### src/rtl/pixunpack_pkg.sv
package pixunpack_pkg;

  localparam int WORD_W  = 16;
  localparam int CHAN_W  = 8;
  localparam int PIX_W   = 3 * CHAN_W;
  localparam int CODE_W  = 4;
  localparam int PHASE_W = 2;

  typedef enum logic [CODE_W-1:0] {
    FMT_IDX8    = 4'd0,
    FMT_MIX15   = 4'd1,
    FMT_D555    = 4'd2,
    FMT_D565    = 4'd3,
    FMT_D24PAIR = 4'd4,
    FMT_IDXDUAL = 4'd5,
    FMT_B565    = 4'd6,
    FMT_NIB     = 4'd7,
    FMT_B555    = 4'd8,
    FMT_D24TRI  = 4'd9
  } fmt_e;

  typedef struct packed {
    logic                loadFirst;
    logic                loadSecond;
    logic                emitFirst;
    logic                emitSecond;
    logic                mixErr;
    logic [PHASE_W-1:0]  phase;
    fmt_e                fmt;
  } ctrlStrobe_t;

  function automatic fmt_e sanitizeFmt(input logic [CODE_W-1:0] code);
    if (code > 4'd9) return FMT_IDX8;
    return fmt_e'(code);
  endfunction

  function automatic logic [PHASE_W-1:0] groupLen(input fmt_e f);
    case (f)
      FMT_D24PAIR, FMT_B565, FMT_NIB, FMT_B555: return 2'd2;
      FMT_D24TRI:                                return 2'd3;
      default:                                   return 2'd1;
    endcase
  endfunction

endpackage

### src/rtl/pixunpack_control.sv
module pixunpack_control
  import pixunpack_pkg::*;
(
  input  logic              clk,
  input  logic              rstN,
  input  logic              activeIn,
  input  logic              mixSel,
  input  logic [CODE_W-1:0] primaryMode,
  input  logic [CODE_W-1:0] secondaryMode,
  output ctrlStrobe_t       ctrl
);

  logic [PHASE_W-1:0] phaseQ;
  fmt_e               fmtQ;
  logic               mixQ;
  fmt_e               reqFmt;
  fmt_e               curFmt;
  logic               atBoundary;
  logic [PHASE_W-1:0] lastPhase;

  always_comb begin
    reqFmt     = sanitizeFmt(mixSel ? secondaryMode : primaryMode);
    atBoundary = (phaseQ == '0);
    curFmt     = atBoundary ? reqFmt : fmtQ;
    lastPhase  = groupLen(curFmt) - 2'd1;

    ctrl.fmt        = curFmt;
    ctrl.phase      = phaseQ;
    ctrl.loadFirst  = activeIn && atBoundary;
    ctrl.loadSecond = activeIn && (phaseQ == 2'd1);
    ctrl.emitFirst  = activeIn && ((phaseQ == lastPhase) ||
                                   ((curFmt == FMT_D24TRI) && (phaseQ == 2'd1)));
    ctrl.emitSecond = activeIn && (curFmt == FMT_IDXDUAL);
    ctrl.mixErr     = activeIn && !atBoundary && (mixSel != mixQ);
  end

  always_ff @(posedge clk) begin
    if (!rstN) begin
      phaseQ <= '0;
      fmtQ   <= FMT_IDX8;
      mixQ   <= 1'b0;
    end else if (!activeIn) begin
      phaseQ <= '0;
    end else begin
      if (atBoundary) begin
        fmtQ <= curFmt;
        mixQ <= mixSel;
      end
      phaseQ <= (phaseQ == lastPhase) ? '0 : phaseQ + 2'd1;
    end
  end

endmodule

### src/rtl/pixunpack_datapath.sv
module pixunpack_datapath
  import pixunpack_pkg::*;
(
  input  logic              clk,
  input  logic              rstN,
  input  logic [WORD_W-1:0] pixIn,
  input  ctrlStrobe_t       ctrl,
  output logic [PIX_W-1:0]  pixFirst,
  output logic [PIX_W-1:0]  pixSecond,
  output logic              validFirst,
  output logic              validSecond,
  output logic              isIndex,
  output logic              errMix
);

  localparam int PAD_W = PIX_W - CHAN_W;

  logic [WORD_W-1:0] word0Q;
  logic [WORD_W-1:0] word1Q;
  logic [PIX_W-1:0]  firstD;
  logic [PIX_W-1:0]  secondD;
  logic              indexD;
  logic [PIX_W-1:0]  d555;

  always_comb begin
    d555    = {pixIn[14:10], 3'b0, pixIn[9:5], 3'b0, pixIn[4:0], 3'b0};
    firstD  = '0;
    secondD = '0;
    indexD  = 1'b0;
    case (ctrl.fmt)
      FMT_IDX8: begin
        firstD = {{PAD_W{1'b0}}, pixIn[7:0]};
        indexD = 1'b1;
      end
      FMT_MIX15: begin
        if (pixIn[15]) firstD = d555;
        else begin
          firstD = {{PAD_W{1'b0}}, pixIn[7:0]};
          indexD = 1'b1;
        end
      end
      FMT_D555:    firstD = d555;
      FMT_D565:    firstD = {pixIn[15:11], 3'b0, pixIn[10:5], 2'b0, pixIn[4:0], 3'b0};
      FMT_D24PAIR: firstD = {pixIn[7:0], word0Q};
      FMT_IDXDUAL: begin
        firstD  = {{PAD_W{1'b0}}, pixIn[7:0]};
        secondD = {{PAD_W{1'b0}}, pixIn[15:8]};
        indexD  = 1'b1;
      end
      FMT_B565: firstD = {pixIn[7:3], 3'b0, pixIn[2:0], word0Q[7:5], 2'b0,
                          word0Q[4:0], 3'b0};
      FMT_NIB: begin
        firstD = {{PAD_W{1'b0}}, pixIn[3:0], word0Q[3:0]};
        indexD = 1'b1;
      end
      FMT_B555: firstD = {pixIn[6:2], 3'b0, pixIn[1:0], word0Q[7:5], 3'b0,
                          word0Q[4:0], 3'b0};
      FMT_D24TRI: begin
        if (ctrl.phase == 2'd1) firstD = {pixIn[7:0], word0Q};
        else                    firstD = {pixIn[15:8], pixIn[7:0], word1Q[15:8]};
      end
      default: firstD = '0;
    endcase
  end

  always_ff @(posedge clk) begin
    if (!rstN) begin
      word0Q      <= '0;
      word1Q      <= '0;
      pixFirst    <= '0;
      pixSecond   <= '0;
      validFirst  <= 1'b0;
      validSecond <= 1'b0;
      isIndex     <= 1'b0;
      errMix      <= 1'b0;
    end else begin
      validFirst  <= ctrl.emitFirst;
      validSecond <= ctrl.emitSecond;
      errMix      <= ctrl.mixErr;
      if (ctrl.loadFirst)  word0Q <= pixIn;
      if (ctrl.loadSecond) word1Q <= pixIn;
      if (ctrl.emitFirst) begin
        pixFirst <= firstD;
        isIndex  <= indexD;
      end
      if (ctrl.emitSecond) pixSecond <= secondD;
    end
  end

endmodule

### src/rtl/pixel_unpacker.sv
module pixel_unpacker
  import pixunpack_pkg::*;
(
  input  logic              clk,
  input  logic              rstN,
  input  logic              activeIn,
  input  logic              mixSel,
  input  logic [CODE_W-1:0] primaryMode,
  input  logic [CODE_W-1:0] secondaryMode,
  input  logic [WORD_W-1:0] pixIn,
  output logic [PIX_W-1:0]  pixFirst,
  output logic [PIX_W-1:0]  pixSecond,
  output logic              validFirst,
  output logic              validSecond,
  output logic              isIndex,
  output logic              errMix
);

  ctrlStrobe_t ctrl;

  pixunpack_control u_ctrl (
    .clk           (clk),
    .rstN          (rstN),
    .activeIn      (activeIn),
    .mixSel        (mixSel),
    .primaryMode   (primaryMode),
    .secondaryMode (secondaryMode),
    .ctrl          (ctrl)
  );

  pixunpack_datapath u_dp (
    .clk         (clk),
    .rstN        (rstN),
    .pixIn       (pixIn),
    .ctrl        (ctrl),
    .pixFirst    (pixFirst),
    .pixSecond   (pixSecond),
    .validFirst  (validFirst),
    .validSecond (validSecond),
    .isIndex     (isIndex),
    .errMix      (errMix)
  );

endmodule

### config.mk
export PLATFORM = sky130hd
export DESIGN_NAME = pixel_unpacker
export DESIGN_NICKNAME = d
export VERILOG_FILES = /design/src/rtl/pixunpack_pkg.sv /design/src/rtl/pixunpack_control.sv /design/src/rtl/pixunpack_datapath.sv /design/src/rtl/pixel_unpacker.sv
export SDC_FILE = /design/constraint.sdc
export NUM_CORES = 1
export LEC_CHECK = 0
export ABC_CLOCK_PERIOD_IN_PS = 2600
export BUFFER_PORTS_ARGS = -buffer_cell sky130_fd_sc_hd__buf_2
export CORE_MARGIN = 2
export CORE_UTILIZATION = 40
export CTS_BUF_LIST = sky130_fd_sc_hd__clkbuf_16
export DETAILED_ROUTE_END_ITERATION = 6
export GPL_TIMING_DRIVEN = 0
export PLACE_DENSITY = 0.63
export REMOVE_ABC_BUFFERS = 1
export SLEW_MARGIN = 20
export SYNTH_ARGS = -nofsm -noshare
export SYNTH_HDL_FRONTEND = slang
export SYNTH_SLANG_ARGS = --single-unit
### constraint.sdc
create_clock -name clk -period 2.6 [get_ports clk]
set_input_delay 0.52 -clock clk [delete_from_list [all_inputs] [get_ports clk]]
set_output_delay 0.52 -clock clk [all_outputs]
set_load 0.02 [all_outputs]
## After elaboration in Yosys (flattened, before gate mapping)

Index checks and enable logic that the tools add are counted.

| word-level totals | value |
|---|---|
| flip-flop bits (word level) | 91 |
| input bits | 28 |
| output and inout bits | 52 |
| logic and storage cells | 56 |

| cells by class | value |
|---|---|
| $add $sub $neg | 2 |
| $lt $le $gt $ge | 1 |
| equality and inequality tests | 12 |
| multiplexer cells | 12 |
| bitwise logic cells | 2 |
| reductions and logical operators | 16 |

Operators by type and width:

| cell | count |
|---|---|
| $pmux W24 S9 | 1 |
| $mux W24 | 2 |
| $eq A4 B3 Y1 const B | 4 |
| $mux W4 | 4 |
| $eq A4 B2 Y1 const B | 2 |
| $eq A4 B4 Y1 const B | 2 |
| $mux W8 | 1 |
| $logic_and A1 B1 Y1 | 7 |
| $reduce_or A3 Y1 | 2 |
| $eq A4 B1 Y1 const B | 1 |
| $gt A4 B4 Y1 const B | 1 |
| $logic_not A4 Y1 | 1 |
| $pmux W2 S2 | 1 |
| $reduce_or A4 Y1 | 1 |
| $add A2 B1 Y2 const B | 1 |
| $eq A2 B1 Y1 const B | 1 |
| $eq A2 B2 Y1 | 1 |
| $logic_not A2 Y1 | 1 |
| $mux W1 | 2 |
| $not A1 Y1 | 2 |
| $pmux W1 S2 | 1 |
| $reduce_and A2 Y1 | 1 |
| $reduce_or A2 Y1 | 1 |
| $sub A2 B1 Y2 const B | 1 |
| other kinds (3) | 3 |

## Depth between registers and ports, before layout

Gate-level depths: netlist of the first run.

| depth | value |
|---|---|
| word-level depth | 12 |
| depth in mapped cells | 12 |
| mapped depth without buffers | 8 |

## By module

Synthesis of the first run repeated with hierarchy kept, for this count alone.

| second synthesis, totals | value |
|---|---|
| cell total of the unflattened synthesis | 454 |
| area, all modules | 4041.4 um^2 |

Modules (own cells, without submodules):

| module | instances | cells an instance | area each (um^2) | sequential area each (um^2) |
|---|---|---|---|---|
| pixunpack_datapath | 1 | 392 | 3494.6 | 1201.2 |
| pixunpack_control | 1 | 62 | 546.8 | 140.1 |

## Worst setup path after synthesis of the first run

No wires, ideal clock.

| path | value |
|---|---|
| path type | reg-to-reg |
| from | register u_ctrl.phaseQ[0] |
| to | register u_dp.pixFirst[5] |
| setup time | 0.129 ns |
| arrival time | 2.752 ns |
| data required time | 2.471 ns |
| path slack | -0.282 ns |
| cell stages (with the launch flop) | 13 |
| path buffers | 4 |
| period minus slack after synthesis | 2.882 ns |
| path through | dfxtp_1 clkbuf_1 inv_1 ha_1 and4b_1 or3_1 buf_2 a211o_2 nor4_4 o21a_1 buf_4 buf_4 a31oi_1 |

| on the way | value |
|---|---|
| word-level cells in the longest chain between the ends | 9 |
| elaborated cells on any way between the ends | 23 |
| classes of those cells | 1 x add/sub; 11 x eq/ne; 4 x mux; 7 x reduce/logical |

RTL lines:

| element | RTL line | RTL |
|---|---|---|
| from (decl) | pixunpack_control.sv:13 | `logic [PHASE_W-1:0] phaseQ;` |
| from (signal assigned) | pixunpack_control.sv:49 | `phaseQ <= (phaseQ == lastPhase) ? '0 : phaseQ + 2'd1;` |
| $logic_not A2 Y1 | pixunpack_control.sv:23 | `atBoundary = (phaseQ == '0);` |
| $mux W4 | pixunpack_control.sv:24 | `curFmt = atBoundary ? reqFmt : fmtQ;` |
| $eq A4 B3 Y1 / $eq A4 B4 Y1 (equally long branches) | pixunpack_pkg.sv:38, pixunpack_datapath.sv:30 |  |
| $reduce_or A4 Y1 | pixunpack_pkg.sv:38 | `case (f)` |
| $pmux W2 S2 | pixunpack_pkg.sv:38 |  |
| $sub A2 B1 Y2 | pixunpack_control.sv:25 | `lastPhase = groupLen(curFmt) - 2'd1;` |
| $eq A2 B2 Y1 | pixunpack_control.sv:31 | `ctrl.emitFirst = activeIn && ((phaseQ == lastPhase) \|\|` |
| $logic_or A1 B1 Y1 | pixunpack_control.sv:31 |  |
| $logic_and A1 B1 Y1 | pixunpack_control.sv:31 |  |
| to (signal assigned) | pixunpack_datapath.sv:83 | `pixFirst <= firstD;` |
| to (decl) | pixunpack_datapath.sv:8 | `output logic [PIX_W-1:0] pixFirst,` |

Several ways; a longest one is shown, not always the timed one.
A chain may end at the register's enable or synchronous reset.

## Worst setup path in the final report of the first run

| path | value |
|---|---|
| from | register u_ctrl.phaseQ[1] |
| to | register u_dp.pixFirst[17] |

Same word-level chain as after synthesis.

==> reports/metrics.cfg, run 1 <==
[floorplan]
core_area_um2=10400
pin_count=80
die_h_um=108
start_util=0.415
dieArea_um2=11700
dieWidth_um=108
row_count=37

[routing]
drtAntennaViolNets=0
wl_per_cell_um=19.6
drc_errors=2
via_per_inst=6.07
dr.pass1.iters=7
dr_total_vias=4676
wl_um=15100
drt-initial-drc-count=517

[final_layout]
final_util=0.535
n_antenna_cell=0
layout-drive-gt1-share=0.276
layout.nets=659
area_growth_pct=28.9

[logic_synthesis]
syn_avg_cell_area_um2=7.92
syn_inst=546
yosysSeqAreaShare=0.310
synth_area_um2=4330
yosysWarnings=0
synth_top_cell_by_area=dfxtp_1
synthArstFlopShare=0
synth-edff-count=0
synth_cell_types=62
synth_top_area_share=0.310
synthTopCellsByArea=dfxtp_1 (31%), nand2_1 (7.6%), o211ai_1 (6.9%)
synth-main-ff-cell=dfxtp_1
synth_seq_cells=67

[setup_path]
critPathLaunchType=flip-flop
cp-end-kind=flip-flop
cp_cell_sequence=clkinvlp_4 > ha_4 > and4b_2 > or3_4 > buf_4 > a21oi_4 > buf_6 > o21ai_2 > buf_4 > o21ai_4 > buf_12 > mux2i_1
critPathMaxStageDelay_ns=0.42
crit_type=reg2reg
cp.required_ns=2.87
critPathBufInv=5
cpMostUsedCell=buf_4
slowest_stage=or3_4
crit_family=buffers and inverters
cp_max_fo=8
cp_data_arrival_time_ns=2.82

[pwr]
power_leakage_nw=2.29
p_per_area_nw_per_um2=582
vdd_drop_max_mv=0.359
power_w=0.00324

[place]
hpwl_um=9390
place_ws_ns=-1.83
port_buffers=63
gp_congestion=0.903

[global_routing]
grt.total_usage=0.256
grt-ovfl-total=0
antenna_found_initial=0
grt_pass1_wl_um=23000
grt_max_degree=72
grt_pass1_vias=4288

[clock_network]
insertion_delay_ns=0.34
root_buffer=clkbuf_16
clk_pin_slew_worst_paths_ns=0.06
cts_num_sinks=67
cts-buffers-inserted=9
cts_tree=done
clock_path_buffers=2
htreeDepth=3

[sta]
setup_slack_ns=0.0497
whs_ns=0.460
finClkSkew_ns=0.00863
final_max_slew_viol_count=0
tns_ns=0
fin_crit_ns=2.55
finalHoldViolations=0
rsz0062_at_grt=yes
max_freq_ghz=0.392
slew_headroom=0.355
worst_slew_pin_slew_ns=0.968
min_period_over_period=0.981
finalSetupViolations=0

[min_path]
min_path_type=reg2reg

[run]
maxCapViolations=0

[outcome]
violations=DRC
status=finished, violations left

## routing by layer
layer | routed length, µm | GRT usage | vias up
li1 | - | - | 2167
met1 | 6370 | 0.337 | 2202
met2 | 6750 | 0.391 | 242
met3 | 1240 | 0.0579 | 65
met4 | 707 | 0.136 | 0
met5 | 0 | 0 | -
## report_power, final
part           internal (W)  switching (W)
logic              0.000383       0.000585
clock network      0.000641       0.000478
registers           0.00110      0.0000589
## cells in the final DEF (no fill, tap or decap), drive strengths merged, types with 5 or more instances in the layout
| cell | count |
|---|---|
| a21boi | 30 |
| a21oi | 8 |
| a221oi | 9 |
| a222oi | 5 |
| a22oi | 9 |
| a31oi | 32 |
| and2 | 7 |
| buf | 109 |
| clkbuf | 9 |
| clkinv | 5 |
| conb | 16 |
| dfxtp | 67 |
| inv | 27 |
| mux2i | 26 |
| nand2 | 88 |
| nand3 | 16 |
| nor2 | 33 |
| nor2b | 13 |
| nor3 | 6 |
| o211a | 7 |
| o211ai | 40 |
| o21a | 5 |
| o21ai | 15 |
| o2bb2ai | 5 |
## final cells by class
type,instances,area (µm²)
repair buffers,109,731
fillers,991,4840
clock buffers,9,225
clock inverters,7,46.3
multi-input cells,415,2950
flip-flops and latches,67,1350
well taps,136,170
inverters,27,105
## worst min-delay path, cell delays in order (launching register included)
cell,delay (ns)
dfxtp_1,0.31
nand2_1,0.05
mux2i_1,0.05
## registers in the layout, summed over array words and instances, names as in the netlist
register,count
u_dp.pixFirst,24
u_dp.word0Q,16
u_dp.pixSecond,8
u_dp.word1Q,8
u_ctrl.fmtQ,4
u_ctrl.phaseQ,2
u_ctrl.mixQ,1
u_dp.errMix,1
u_dp.isIndex,1
u_dp.validFirst,1
u_dp.validSecond,1
## path summary, 6_finish.rpt
check	from	to	slack [ns]	cells after the start
hold reg to reg	u_dp.pixFirst[16]	u_dp.pixFirst[16]	0.46	2
setup reg to reg	u_ctrl.phaseQ[1]	u_dp.pixFirst[17]	0.05	12
setup / recovery	u_ctrl.phaseQ[1]	u_dp.pixFirst[17]	0.05	12
hold / removal	u_dp.pixFirst[16]	u_dp.pixFirst[16]	0.46	2
## kinds of logic after synthesis
logic type,Yosys count,share of synthesized area
compound gates,184,0.324
xor+xnor,1,0.00203
fa+ha+maj,2,0.00578
buf+inv,82,0.0888
flops,67,0.310
mux,30,0.0706
other cells,1,0.000867
simple gates,179,0.198
## synthesized netlist by cell type, drive strengths merged, types with 2 or more instances
library cell  instances
a222oi                5
dfxtp                67
o32ai                 3
o211ai               40
o22ai                 4
a21oi                 8
nor4                  2
nor2                 33
and3                  2
a41oi                 3
o211a                 7
mux2                  4
o31ai                 2
a21boi               30
a31oi                32
or4bb                 2
nor3b                 2
a22oi                 9
o21ai                15
ha                    2
nand2                88
inv                  27
and2                  7
o21a                  2
nor2b                13
nand3                16
clkbuf               29
nor3                  6
buf                  26
o2bb2ai               5
o311ai                2
a221oi                9
mux2i                26
## stage by stage
step           instance area (µm²)  std cells
6_report                      5570        770
5_1_grt                       5570        770
4_1_cts                       5390        758
3_5_place_dp                  4680        708
3_3_place_gp                  4580        705
2_1_floorplan                 4100        506
## what timing repair did
action,CTS,global route
pin swaps,18,8
hold buffers,0,0
buffers inserted,31,12
resized for setup,36,18
cloned,3,0
endpoints found under the setup margin,58,34
(Power assumes the default switching activity.)
==> run 2, diff against run 1 <==
ABC_CLOCK_PERIOD_IN_PS = default   (was 2600)
RECOVER_POWER = 50   (was default)
==> run 2 against run 1 <==
Die area stayed put; highest routed layer unchanged; the flow now finishes without violations; global-route usage stayed put; utilization down 0.43 points; worst setup slack worse by 0.0017 ns; cell area decreased by 0.81%; critical path depth fell by 2; clock-buffer cell count unchanged; sequential share of layout area rose by 0.20 points; largest cell class unchanged.
==> reports/metrics.cfg, run 2 (synthesis gave the netlist of run 1 again) <==
[outcome]
status=finished, final reports clean

[sta]
worst_slew_pin_slew_ns=0.985
finalSetupViolations=0
finClkSkew_ns=0.00823
slew_headroom=0.344
fin_crit_ns=2.55
min_period_over_period=0.982
finalHoldViolations=0
rsz0062_at_grt=yes
tns_ns=0
max_freq_ghz=0.392
final_max_slew_viol_count=0

[setup_path]
cp-end-kind=flip-flop
critPathLaunchType=flip-flop
cp.required_ns=2.82
crit_type=reg2reg
cp_data_arrival_time_ns=2.77
r2r_slack_ns=0.05
cp_max_fo=8

[routing]
wl_per_cell_um=19.6
dr.pass1.iters=6
drtAntennaViolNets=0
drc_errors=0
drt-initial-drc-count=445
via_per_inst=6.07
wl_um=15100
dr_total_vias=4676

[clock_network]
cts_tree=done
root_buffer=clkbuf_16
insertion_delay_ns=0.34
clk_pin_slew_worst_paths_ns=0.06
htreeDepth=3
clock_path_buffers=2
cts-buffers-inserted=9
cts_num_sinks=67

[floorplan]
dieWidth_um=108
dieArea_um2=11700
core_area_um2=10400
row_count=37
pin_count=80
start_util=0.415
die_h_um=108

[final_layout]
area_growth_pct=27.8
largest-register=u_dp.pixFirst
largest_reg_flops=24
layout-drive-gt1-share=0.219
layout.nets=659
final_common_cell=nand2_1
top_regs=u_dp.pixFirst x24, u_dp.word0Q x16
final_util=0.531
final_cell_mix=nand2_1 (88), dfxtp_1 (65), o211ai_1 (40)
n_antenna_cell=0
fin_area_um2=5530

[place]
dpl_cell_area_um2=4680
hpwl_um=9390
port_buffers=63
gp_congestion=0.903

[global_routing]
grt_pass1_vias=4288
antenna_found_initial=0
grt-ovfl-total=0
grt.total_usage=0.256
grt_pass1_wl_um=23000
grt_max_degree=72

[pwr]
vdd_drop_max_mv=0.358
p_per_area_nw_per_um2=585
power_w=0.00324
swShare=0.348
clock_power_share=0.345
comb_power_share=0.297
p_switching_w=0.00113
power_leakage_nw=2.14
cell_internal_pwr_w=0.00211
seqPwrFrac=0.358

[min_path]
min_path_type=reg2reg

[run]
maxCapViolations=0

==> run 2: power by group through the flow <==
stage | clock (W) | sequential, W | combinational, W
global placement | 0 | 0.00117 | 0.000731
finish | 0.00112 | 0.00116 | 0.000960
detailed placement | 0 | 0.00118 | 0.000754
global route | 0.00118 | 0.00117 | 0.00102
CTS | 0.00113 | 0.00115 | 0.000904
floorplan | 0 | 0.00122 | 0.000442
==> run 2: path summary, 6_finish.rpt <==
kind                startpoint                end  depth (start not counted)
max           u_ctrl.phaseQ[1]  u_dp.pixFirst[17]                         10
min          u_dp.pixFirst[16]  u_dp.pixFirst[16]                          2
max reg2reg   u_ctrl.phaseQ[1]  u_dp.pixFirst[17]                         10
min reg2reg  u_dp.pixFirst[16]  u_dp.pixFirst[16]                          2
==> run 2: area by class of cell <==
type / instances / area [µm²]
repair buffers: 109 / 686
clock buffers: 9 / 225
inverters: 27 / 105
multi-input cells: 415 / 2950
flip-flops and latches: 67 / 1350
clock inverters: 7 / 46.3
well taps: 136 / 170
fillers: 997 / 4890
==> run 2: through the flow <==
stage               setup slack [ns]  hold WS [ns]  cells
global route                 -0.0677         0.487    770
CTS                          0.00256         0.461    758
finish                        0.0480         0.461    770
global placement               -2.80         0.449    705
detailed placement             -1.83         0.453    708
floorplan                      -1.23         0.440    506
==> run 2: metal layers <==
| layer | routed length, µm | GRT usage | vias to the layer above | part of all wire |
|---|---|---|---|---|
| li1 | - | - | 2169 | - |
| met1 | 6420 | 0.337 | 2234 | 0.43 |
| met2 | 6870 | 0.391 | 220 | 0.46 |
| met3 | 1170 | 0.0579 | 53 | 0.078 |
| met4 | 619 | 0.136 | 0 | 0.041 |
| met5 | 0 | 0 | - | 0 |
==> run 2: worst max-delay path: stages (launching register included) <==
cell and delay (ns):
dfxtp_4 0.36, clkinvlp_4 0.10, ha_4 0.21, and4b_2 0.25, or3_4 0.42, a211o_4 0.37, nor4_4 0.19, buf_6 0.18
o21ai_4 0.06, buf_12 0.18, mux2i_1 0.11
==> run 2: what timing repair did <==
action | in CTS | in global routing
pin swaps | 18 | 8
cloned | 3 | 0
hold buffers | 0 | 0
buffers inserted | 31 | 12
endpoints found under the setup margin | 58 | 34
resized for setup | 36 | 18
==> run 3, diff against run 2 <==
MAX_ROUTING_LAYER = met4   (was default)
==> run 3 against run 2 <==
The run now ends with setup timing left; routed wire length increased by 0.98%; clock skew decreased by 0.0029 ns; sequential share of layout area decreased by 0.18 points; hold slack about the same; largest power group is now clock.
==> reports/metrics.cfg, run 3 (synthesis gave the netlist of run 1 again) <==
[final_layout]
final_common_cell=nand2_1
final_cells=770
layout.nets=659
area_growth_pct=28.8
largest-register=u_dp.pixFirst
largest_reg_flops=24
top_regs=u_dp.pixFirst x24, u_dp.word0Q x16
layout-drive-gt1-share=0.215
n_antenna_cell=0
fillerInstances=1004
final_cell_mix=nand2_1 (87), dfxtp_1 (65), o211ai_1 (40)
final_util=0.535

[setup_path]
cp_data_arrival_time_ns=2.93
cp_max_fo=7
timing.rr.end=u_dp.pixFirst[17]
r2r_slack_ns=-0.11
cp-end-kind=flip-flop
critPathLaunchType=flip-flop
startpoint=u_ctrl.phaseQ[1]
cp.required_ns=2.82
crit_type=reg2reg
reg2reg_from=u_ctrl.phaseQ[1]
ff2ff_path_depth=10

[routing]
drtAntennaViolNets=0
wl_per_cell_um=19.8
drc_errors=0
wl_um=15200
drt-initial-drc-count=602
via_per_inst=5.99
dr_total_vias=4609
dr.pass1.iters=6

[place]
hpwl_um=9540
dp.cells=708
gp_congestion=0.920
port_buffers=63
place_ws_ns=-1.87

[global_routing]
grt_max_degree=72
grt_pass1_vias=4250
met1_usage=0.353
grt_busiest_layer=met2
grt-ovfl-total=0
grt.total_usage=0.269
grt_pass1_wl_um=23400
grtUsageMet2=0.409
antenna_found_initial=0
use_met3=0.0428

[pwr]
power_w=0.00337
p_per_area_nw_per_um2=605
power_leakage_nw=2.15
vdd_drop_max_mv=0.250

[sta]
rsz0062_at_grt=yes
worst_slew_pin_slew_ns=0.963
fin_crit_ns=2.71
final_max_slew_viol_count=0
slew_headroom=0.358
setup_slack_ns=-0.113
finClkSkew_ns=0.00532
min_period_over_period=1.04
finalHoldViolations=0
max_freq_ghz=0.369
finalSetupViolations=26
tns_ns=-1.45

[floorplan]
die_h_um=108
row_count=37
dieWidth_um=108
core_area_um2=10400
pin_count=80
start_util=0.415
dieArea_um2=11700

[outcome]
status=finished, violations left
violations=setup timing

[clock_network]
cts-buffers-inserted=9
cts_tree=done
htreeDepth=3
cts_num_sinks=67
insertion_delay_ns=0.34
clk_pin_slew_worst_paths_ns=0.06
root_buffer=clkbuf_16
clock_path_buffers=2

[run]
maxCapViolations=0

[min_path]
holdPathEnd=u_dp.word0Q[9]
worstHoldStart=u_dp.word0Q[9]
min_path_type=reg2reg
min_path_cells=2

==> run 3: layout make-up <==
type	instances	area (µm²)	share of cell area
clock buffers	9	225	0.0404
multi-input cells	414	2920	0.524
well taps	136	170	0.0305
clock inverters	7	76.3	0.0137
inverters	27	105	0.0189
flip-flops and latches	67	1350	0.242
repair buffers	110	723	0.130
==> run 3: how the worst max path moves through the flow <==
stage | end | slack, ns | cells after the start
floorplan | u_dp.validFirst | -1.23 | 8
global placement | u_dp.pixSecond[3] | -2.78 | 8
detailed placement | u_dp.validFirst | -1.87 | 9
CTS | u_dp.pixFirst[17] | 0.0008 | 10
global route | u_dp.pixFirst[17] | -0.18 | 13
finish | u_dp.pixFirst[17] | -0.11 | 10
==> run 3: what timing repair did <==
item | CTS | global route
pin swaps | 14 | 7
hold buffers | 0 | 0
setup buffers | 32 | 12
setup endpoints to repair | 59 | 35
gates cloned | 2 | 0
gates resized for setup | 29 | 19
==> run 3: critical path, cell delays in order (launching register included) <==
cell and delay, ns:
dfxtp_4 0.35, clkinvlp_4 0.12, ha_4 0.21, and4b_2 0.24
or3_4 0.45, a211o_4 0.38, nor4_4 0.28, buf_6 0.18
o21ai_4 0.06, buf_12 0.18, mux2i_2 0.14
==> run 3: report_power, final <==
group          leakage [nW]  switching (W)  internal (W)  total, W
clock                 0.142       0.000495      0.000748   0.00124
combinational          1.46       0.000583      0.000387  0.000970
sequential            0.549      0.0000579       0.00110   0.00116
==> run 3: metrics by stage <==
stage	instance area (µm²)	hold WS, ns
floorplan	4100	0.440
global placement	4580	0.449
detailed placement	4680	0.457
CTS	5440	0.464
global route	5570	0.478
finish	5570	0.461
==> run 3: metal layers <==
metal  share of wire  vias up
li1                -     2163
met1            0.43     2159
met2            0.45      236
met3           0.078       51
met4           0.038        0
met5               0        -
